### src/rtl/vliw_pkg.sv
package vliw_pkg;
  localparam int INSTR_W  = 32;
  localparam int N_SLOTS  = 4;
  localparam int TAB_AW   = 5;
  localparam int OPND_W   = 16;
  localparam int OPC_W    = 8;
  localparam int IMM_W    = 17;

  typedef struct packed {
    logic                mode;
    logic [TAB_AW-1:0]   opnd_addr;
    logic [TAB_AW-1:0]   opc_addr;
    logic [N_SLOTS-1:0]  en_mask;
    logic [IMM_W-1:0]    imm;
  } cinstr_t;

  localparam logic [OPC_W-1:0] OPC_NOP = '0;
endpackage

### src/rtl/vliw_cfg_table.sv
module vliw_cfg_table #(
  parameter int W     = 16,
  parameter int DEPTH = 32,
  parameter int AW    = $clog2(DEPTH)
) (
  input  logic          clk,
  input  logic          rst_n,
  input  logic          we,
  input  logic [AW-1:0] waddr,
  input  logic [W-1:0]  wdata,
  input  logic [AW-1:0] raddr,
  output logic [W-1:0]  rdata
);
  logic [W-1:0] entry_q [DEPTH];

  always_ff @(posedge clk or negedge rst_n) begin
    if (!rst_n) begin
      for (int i = 0; i < DEPTH; i++) entry_q[i] <= '0;
    end else if (we) begin
      entry_q[waddr] <= wdata;
    end
  end

  assign rdata = entry_q[raddr];

  // a written entry reads back its data on the next cycle when not rewritten
  p_write_lands_r9: assert property (@(posedge clk) disable iff (!rst_n)
    we && (raddr == waddr) |=> (($past(raddr) != raddr) || ($past(we) && rdata == $past(wdata))
                                 || !$past(we)));
endmodule

### src/rtl/vliw_pipe_ctrl.sv
module vliw_pipe_ctrl
  import vliw_pkg::*;
#(
  parameter int NS = N_SLOTS
) (
  input  logic          clk,
  input  logic          rst_n,
  input  logic          in_valid,
  input  cinstr_t       in_instr,
  input  logic          out_ready,
  output logic          in_ready,
  output logic          adv,
  output logic          d_vld,
  output cinstr_t       d_instr,
  output logic          s_vld,
  output cinstr_t       s_instr,
  output logic          o_vld,
  output logic [NS-1:0] o_mask
);
  logic    d_vld_n, s_vld_n, o_vld_n;
  cinstr_t d_instr_n, s_instr_n;
  logic [NS-1:0] o_mask_n;

  assign adv      = !o_vld || out_ready;
  assign in_ready = adv;

  always_comb begin
    d_vld_n   = d_vld;
    s_vld_n   = s_vld;
    o_vld_n   = o_vld;
    d_instr_n = d_instr;
    s_instr_n = s_instr;
    o_mask_n  = o_mask;
    if (adv) begin
      d_vld_n = in_valid;
      s_vld_n = d_vld;
      o_vld_n = s_vld;
      if (in_valid) d_instr_n = in_instr;
      if (d_vld)    s_instr_n = d_instr;
      if (s_vld)    o_mask_n  = s_instr.en_mask;
    end
  end

  always_ff @(posedge clk or negedge rst_n) begin
    if (!rst_n) begin
      d_vld   <= 1'b0;
      s_vld   <= 1'b0;
      o_vld   <= 1'b0;
      d_instr <= '0;
      s_instr <= '0;
      o_mask  <= '0;
    end else begin
      d_vld   <= d_vld_n;
      s_vld   <= s_vld_n;
      o_vld   <= o_vld_n;
      d_instr <= d_instr_n;
      s_instr <= s_instr_n;
      o_mask  <= o_mask_n;
    end
  end

  // a stalled pipeline keeps every stage's occupancy
  p_freeze_r8: assert property (@(posedge clk) disable iff (!rst_n)
    !adv |=> $stable({d_vld, s_vld, o_vld}) && $stable(s_instr));
  // an accepted word occupies decode on the next cycle
  p_enter_r7: assert property (@(posedge clk) disable iff (!rst_n)
    adv && in_valid |=> d_vld && (d_instr == $past(in_instr)));
  // a word in substitution reaches the output stage on advance
  p_reach_r7: assert property (@(posedge clk) disable iff (!rst_n)
    adv && s_vld |=> o_vld);
endmodule

### src/rtl/vliw_slot.sv
module vliw_slot
  import vliw_pkg::*;
#(
  parameter int AW  = TAB_AW,
  parameter int DW  = OPND_W,
  parameter int CW  = OPC_W
) (
  input  logic          clk,
  input  logic          rst_n,
  input  logic          we_opnd,
  input  logic          we_opc,
  input  logic [AW-1:0] wr_addr,
  input  logic [DW-1:0] wr_data,
  input  logic          adv,
  input  logic          d_vld,
  input  logic          d_en,
  input  logic          d_mode,
  input  logic [AW-1:0] d_opnd_addr,
  input  logic [DW-1:0] d_imm,
  input  logic          s_vld,
  input  logic          s_en,
  input  logic [AW-1:0] s_opc_addr,
  output logic [CW-1:0] opc_out,
  output logic [DW-1:0] opnd_out
);
  localparam int DEPTH = 1 << AW;

  logic [DW-1:0] opnd_rd;
  logic [CW-1:0] opc_rd;
  logic [DW-1:0] s_opnd, s_opnd_n, opnd_out_n;
  logic [CW-1:0] opc_out_n;
  logic          s_load, o_load;

  vliw_cfg_table #(.W(DW), .DEPTH(DEPTH), .AW(AW)) u_opnd_tab (
    .clk(clk), .rst_n(rst_n), .we(we_opnd), .waddr(wr_addr), .wdata(wr_data),
    .raddr(d_opnd_addr), .rdata(opnd_rd)
  );

  vliw_cfg_table #(.W(CW), .DEPTH(DEPTH), .AW(AW)) u_opc_tab (
    .clk(clk), .rst_n(rst_n), .we(we_opc), .waddr(wr_addr), .wdata(wr_data[CW-1:0]),
    .raddr(s_opc_addr), .rdata(opc_rd)
  );

  assign s_load = adv && d_vld && d_en;
  assign o_load = adv && s_vld;

  always_comb begin
    s_opnd_n   = s_opnd;
    opc_out_n  = opc_out;
    opnd_out_n = opnd_out;
    if (s_load) s_opnd_n = d_mode ? d_imm : opnd_rd;
    if (o_load) begin
      opc_out_n = s_en ? opc_rd : OPC_NOP;
      if (s_en) opnd_out_n = s_opnd;
    end
  end

  always_ff @(posedge clk or negedge rst_n) begin
    if (!rst_n) begin
      s_opnd   <= '0;
      opc_out  <= '0;
      opnd_out <= '0;
    end else begin
      s_opnd   <= s_opnd_n;
      opc_out  <= opc_out_n;
      opnd_out <= opnd_out_n;
    end
  end

  // a disabled slot emits the no-op code and keeps its operand
  p_idle_slot_r6: assert property (@(posedge clk) disable iff (!rst_n)
    o_load && !s_en |=> (opc_out == OPC_NOP) && $stable(opnd_out));
  // immediate mode carries the immediate into the substitution stage
  p_subst_r4: assert property (@(posedge clk) disable iff (!rst_n)
    s_load && d_mode |=> s_opnd == $past(d_imm));
  // no output change while stalled
  p_hold_r8: assert property (@(posedge clk) disable iff (!rst_n)
    !adv |=> $stable(opc_out) && $stable(opnd_out));
endmodule

### src/rtl/vliw_expander.sv
module vliw_expander
  import vliw_pkg::*;
#(
  parameter int NS  = N_SLOTS,
  parameter int AW  = TAB_AW,
  parameter int DW  = OPND_W,
  parameter int CW  = OPC_W,
  parameter int IW  = INSTR_W,
  localparam int SW = (NS > 1) ? $clog2(NS) : 1
) (
  input  logic             clk,
  input  logic             rst_n,
  input  logic             cfg_we,
  input  logic [SW-1:0]    cfg_slot,
  input  logic             cfg_is_opc,
  input  logic [AW-1:0]    cfg_addr,
  input  logic [DW-1:0]    cfg_data,
  input  logic             in_valid,
  output logic             in_ready,
  input  logic [IW-1:0]    in_instr,
  output logic             out_valid,
  input  logic             out_ready,
  output logic [NS-1:0]    out_mask,
  output logic [NS*CW-1:0] out_opc,
  output logic [NS*DW-1:0] out_opnd
);
  logic    adv, d_vld, s_vld;
  cinstr_t d_instr, s_instr;

  vliw_pipe_ctrl #(.NS(NS)) u_ctrl (
    .clk(clk), .rst_n(rst_n), .in_valid(in_valid), .in_instr(cinstr_t'(in_instr)),
    .out_ready(out_ready), .in_ready(in_ready), .adv(adv),
    .d_vld(d_vld), .d_instr(d_instr), .s_vld(s_vld), .s_instr(s_instr),
    .o_vld(out_valid), .o_mask(out_mask)
  );

  for (genvar g = 0; g < NS; g++) begin : g_slot
    logic sel;
    assign sel = cfg_we && (cfg_slot == SW'(g));
    vliw_slot #(.AW(AW), .DW(DW), .CW(CW)) u_slot (
      .clk(clk), .rst_n(rst_n),
      .we_opnd(sel && !cfg_is_opc), .we_opc(sel && cfg_is_opc),
      .wr_addr(cfg_addr), .wr_data(cfg_data),
      .adv(adv), .d_vld(d_vld), .d_en(d_instr.en_mask[g]), .d_mode(d_instr.mode),
      .d_opnd_addr(d_instr.opnd_addr), .d_imm(d_instr.imm[DW-1:0]),
      .s_vld(s_vld), .s_en(s_instr.en_mask[g]), .s_opc_addr(s_instr.opc_addr),
      .opc_out(out_opc[g*CW +: CW]), .opnd_out(out_opnd[g*DW +: DW])
    );
  end

  // a refused output is held in full
  p_stall_hold_r8: assert property (@(posedge clk) disable iff (!rst_n)
    out_valid && !out_ready |=> out_valid && $stable(out_mask) && $stable(out_opc)
                                && $stable(out_opnd));
  // no acceptance while the output is refused
  p_backpressure_r8: assert property (@(posedge clk) disable iff (!rst_n)
    out_valid && !out_ready |-> !in_ready);
endmodule

### config.mk
export PLATFORM = sky130hd
export DESIGN_NAME = vliw_expander
export DESIGN_NICKNAME = d
export VERILOG_FILES = /design/src/rtl/vliw_pkg.sv /design/src/rtl/vliw_cfg_table.sv /design/src/rtl/vliw_pipe_ctrl.sv /design/src/rtl/vliw_slot.sv /design/src/rtl/vliw_expander.sv
export SDC_FILE = /design/constraint.sdc
export NUM_CORES = 2
export LEC_CHECK = 0
export ABC_AREA = 0
export BUFFER_PORTS_ARGS = -buffer_cell sky130_fd_sc_hd__buf_2
export CORE_UTILIZATION = 55
export DETAILED_ROUTE_END_ITERATION = 10
export PLACE_DENSITY = 0.79
export SYNTH_ARGS = -nofsm -noshare
export SYNTH_HDL_FRONTEND = slang
export SYNTH_SLANG_ARGS = --single-unit
### constraint.sdc
create_clock -name clk -period 2.85 [get_ports clk]
set_clock_uncertainty 0.05 [all_clocks]
set_input_delay 0.1425 -clock clk [delete_from_list [all_inputs] [get_ports clk]]
set_output_delay 0.1425 -clock clk [all_outputs]
set_load 0.005 [all_outputs]
==> results by group <==
Run status
  – Outcome: finished, violations left
  – Failing checks: negative hold slack, negative setup slack

Logic synthesis
  – Mapped Cells: 9434
  – Average cell area after synthesis: 15.61 µm²
  – Distinct cell type count of the synthesized netlist: 65
  – Register bit count reported by yosys: approximately 3300
  – Proportion of synthesized chip area in sequential cells: between 50% and 60%
  – Synthesized netlist net count: 9495
  – Leading area contributor after synthesis: sky130_fd_sc_hd__dfrtp_1
  – Dominant cell by count in the synthesized netlist: sky130_fd_sc_hd__dfrtp_1
  – Post-synthesis cell area: ~0.15 mm²
  – Commonest cells in the synthesized netlist: sky130_fd_sc_hd__dfrtp_1, sky130_fd_sc_hd__mux2_2, sky130_fd_sc_hd__mux4_2
  – Fraction of registers with async set or reset after synthesis: 100.0%
  – Leading cell types by total area after synthesis: sky130_fd_sc_hd__dfrtp_1, sky130_fd_sc_hd__mux2_2, sky130_fd_sc_hd__mux4_2
  – Primary flip-flop cell chosen by synthesis mapping: sky130_fd_sc_hd__dfrtp_1
  – Yosys warnings: 0
  – Proportion of netlist area held by the largest area contributor: 55.70%
  – Count of flip-flops with a built-in enable after synthesis: 0

Worst setup path
  – Worst Setup End Kind: register
  – Data required, critical path: 3.60 ns
  – Critical Path Start Type: register
  – Critical Setup Path Class: reg2reg
  – Delay of the slowest cell on the worst path: approximately 1.1 ns
  – Worst path slowest cell: sky130_fd_sc_hd__nor2_1
  – Highest fanout seen on the critical path: 17
  – Arrival time worst endpoint: 3.65 ns
  – Register-to-register setup slack: -0.05 ns
  – Cell Chain, Critical Path: inv_1 > nor2_1 > nand2_1 > o221ai_1 > nor3_1

Final layout
  – Area added between synthesis and finish: 14.38%
  – Share of final-layout standard cells stronger than drive strength 1: between 50% and 60%
  – Design Area, Final: ~0.17 mm²
  – Layout net count: about 10000
  – Multi-input gate area: about 0.06 mm²
  – Register area: slightly above 0.08 mm²
  – Fill cells: 18105

STA
  – Setup repair after global routing missed its margin: false
  – Post-route minimum period: about 2.9 ns
  – Final setup violation count: 1
  – Final Max Slew Viols: 0
  – Final setup margin: -0.04742 ns
  – Worst-margin pin slew: approximately 1.4 ns
  – Peak clock frequency supported by timing: roughly 0.35 GHz
  – Final clock period utilization by the worst path: 101.7%
  – Relative slew margins: 5.380%
  – Final Hold Viols: 2
  – Fin Hold WS: -0.01149 ns

Detailed routing
  – Via total after detailed routing: slightly above 90000
  – Number of remaining DRC errors: 0
  – Initial DRT Pass Iterations: 6
  – First-iteration detailed-routing DRC count: 9373
  – Post-DR wirelength/cell: 31.78 µm
  – Remaining antenna violation count: 0
  – Routed wire length: 436.4 mm
  – Via density: roughly 6.6

Clocking
  – Total number of H-tree levels: 5
  – Number of buffers between clock root and the deepest sink: 4
  – Clk sinks: approximately 3300
  – Buffer cell driving the clock tree root: sky130_fd_sc_hd__clkbuf_16
  – Post-CTS setup repair buffer count: 0
  – Hold bufs inserted after CTS: 100
  – Clock transition at path regs: about 0.060 ns
  – Number of resized instances in the post-cts repair step: 0
  – CTS tree: built
  – Total clock buffers created by CTS: around 340
  – Clock insertion delay at the later pin of the skew report: roughly 0.95 ns

Floorplanning
  – DIE HEIGHT: approximately 520 µm
  – Std-Cell Rows: approximately 190
  – Boundary pin count: ~160
  – Full die area: 0.2699 mm²
  – X dimension of the die: between 500 and 600 µm
  – Area of the core region: about 0.27 mm²
  – Initial Util: 55.42%

Global route
  – Wire length of the first global-routing pass: approximately 650 mm
  – Pin count of the biggest net entering global routing: 171
  – Antenna violations before repair: 40
  – Overall track demand over capacity in global routing: about a third
  – Via count of the first global-routing pass: ~96000
  – Total overflow reported by the global router: 0

Flow run
  – Count of max-cap constraint violations: 0

Power
  – Peak supply drop: about 0.00052 V
  – Pleak: 0.08147 µW
  – Final total power: 124200 µW
  – Power Density: about 740 mW/mm²

Placement
  – Routability congestion estimate: 0.9116
  – Worst slack at placement: 0.05782 ns
  – Half-perimeter wire length after detailed placement: 282.5 mm
  – Buffers on Ports: approximately 160
  – Post-placement cell area: 0.1559 mm²

Worst hold path
  – Path class of the lowest-slack min-delay path: in2async
[metal layers]
| layer | up-vias | global-route usage, % | part of all wire (%) |
|---|---|---|---|
| li1 | 36035 | - | - |
| met2 | 4454 | 49.63 | 46 |
| met1 | 48854 | 43.84 | 38 |
| met3 | 1180 | 8.224 | 9.8 |
| met4 | 40 | 16.31 | 5.7 |
| met5 | - | 0 | 0.058 |
[worst max-delay path, delay by kind of cell, from the launching register on]
kind            cells  cell delay, ns
compound gates      1            0.19
buf+inv             1            0.27
flops               1            0.72
simple gates        3            1.54
[cell type report]
class                           count  share of cell area, %
Multi-Input combinational cell   5338                  36.64
Timing Repair Buffer              949                  5.141
Inverter                            5                0.01114
Clock inverter                    103                 0.7388
Antenna cell                       20                0.02970
Sequential cell                  3279                  48.71
Tap cell                         3533                  2.623
Clock buffer                      506                  6.099
[sequential cells by signal, summed over array words and instances, names as in the netlist]
signal / cells
u_ctrl.s_vld: 1
g_slot.u_slot.s_opnd: 64
u_ctrl.o_vld: 1
u_ctrl.o_mask: 4
u_ctrl.s_instr: 9
g_slot.u_slot.opc_out: 32
g_slot.u_slot.opnd_out: 64
u_ctrl.d_instr: 31
g_slot.u_slot.u_opnd_tab.entry_q: 2048
g_slot.u_slot.u_opc_tab.entry_q: 1024
u_ctrl.d_vld: 1
[path summary, 6_finish.rpt]
check | startpoint | end | depth (start not counted)
setup / recovery | u_ctrl.d_instr[31]$_DFFE_PN0P_ | g_slot[1].u_slot.s_opnd[1]$_DFFE_PN0P_ | 5
hold / removal | rst_n | g_slot[3].u_slot.u_opc_tab.entry_q[105]$_DFFE_PN0P_ | 3
setup reg to reg | u_ctrl.d_instr[31]$_DFFE_PN0P_ | g_slot[1].u_slot.s_opnd[1]$_DFFE_PN0P_ | 5
hold reg to reg | u_ctrl.o_mask[0]$_DFFE_PN0P_ | u_ctrl.o_mask[0]$_DFFE_PN0P_ | 2
max in group asynchronous | rst_n | g_slot[2].u_slot.u_opnd_tab.entry_q[120]$_DFFE_PN0P_ | 3
min in group clk | cfg_data[4] | g_slot[0].u_slot.u_opc_tab.entry_q[28]$_DFFE_PN0P_ | 2
[logic make-up (layout without fill, tap and decap cells)]
family	count (synthesis)	after routing	synth area share, %
other	0	20	0
DFF	3279	3279	55.70
and+or+nand+nor	778	778	2.477
buffers and inverters	817	1563	2.495
AOI/OAI and AO/OA	407	407	2.040
muxes	4153	4153	37.29
[metrics by stage]
| stage | util (%) | TNS (ns) | instances |
|---|---|---|---|
| floorplan | - | 0 | 9434 |
| detailed placement | 58.66 | 0 | 13003 |
| global placement | 58.66 | 0 | 13003 |
| finish | 63.39 | -0.04742 | 13733 |
| CTS | 63.37 | 0 | 13712 |
| global route | 63.38 | 0 | 13720 |
[cell usage in the layout, fill, tap and decap left out, types with 65 or more instances in the layout]
| cell type | count |
|---|---|
| sky130_fd_sc_hd__dfrtp_1 | 3269 |
| sky130_fd_sc_hd__mux2_2 | 3177 |
| sky130_fd_sc_hd__mux4_2 | 748 |
| sky130_fd_sc_hd__buf_4 | 568 |
| sky130_fd_sc_hd__clkbuf_16 | 352 |
| sky130_fd_sc_hd__nand2_1 | 267 |
| sky130_fd_sc_hd__mux2i_1 | 209 |
| sky130_fd_sc_hd__nor2_1 | 157 |
| sky130_fd_sc_hd__buf_2 | 144 |
| sky130_fd_sc_hd__buf_12 | 128 |
| sky130_fd_sc_hd__dlygate4sd3_1 | 100 |
| sky130_fd_sc_hd__clkbuf_8 | 97 |
| sky130_fd_sc_hd__o22ai_1 | 77 |
| sky130_fd_sc_hd__clkbuf_1 | 65 |
[power breakdown]
group          total [µW]  internal [µW]  switching (µW)
Clock               45800          27100           18800
Sequential          52900          49900            3010
Combinational       25500          11200           14300
Total              124000          88100           36100
(Power assumes the default switching activity.)
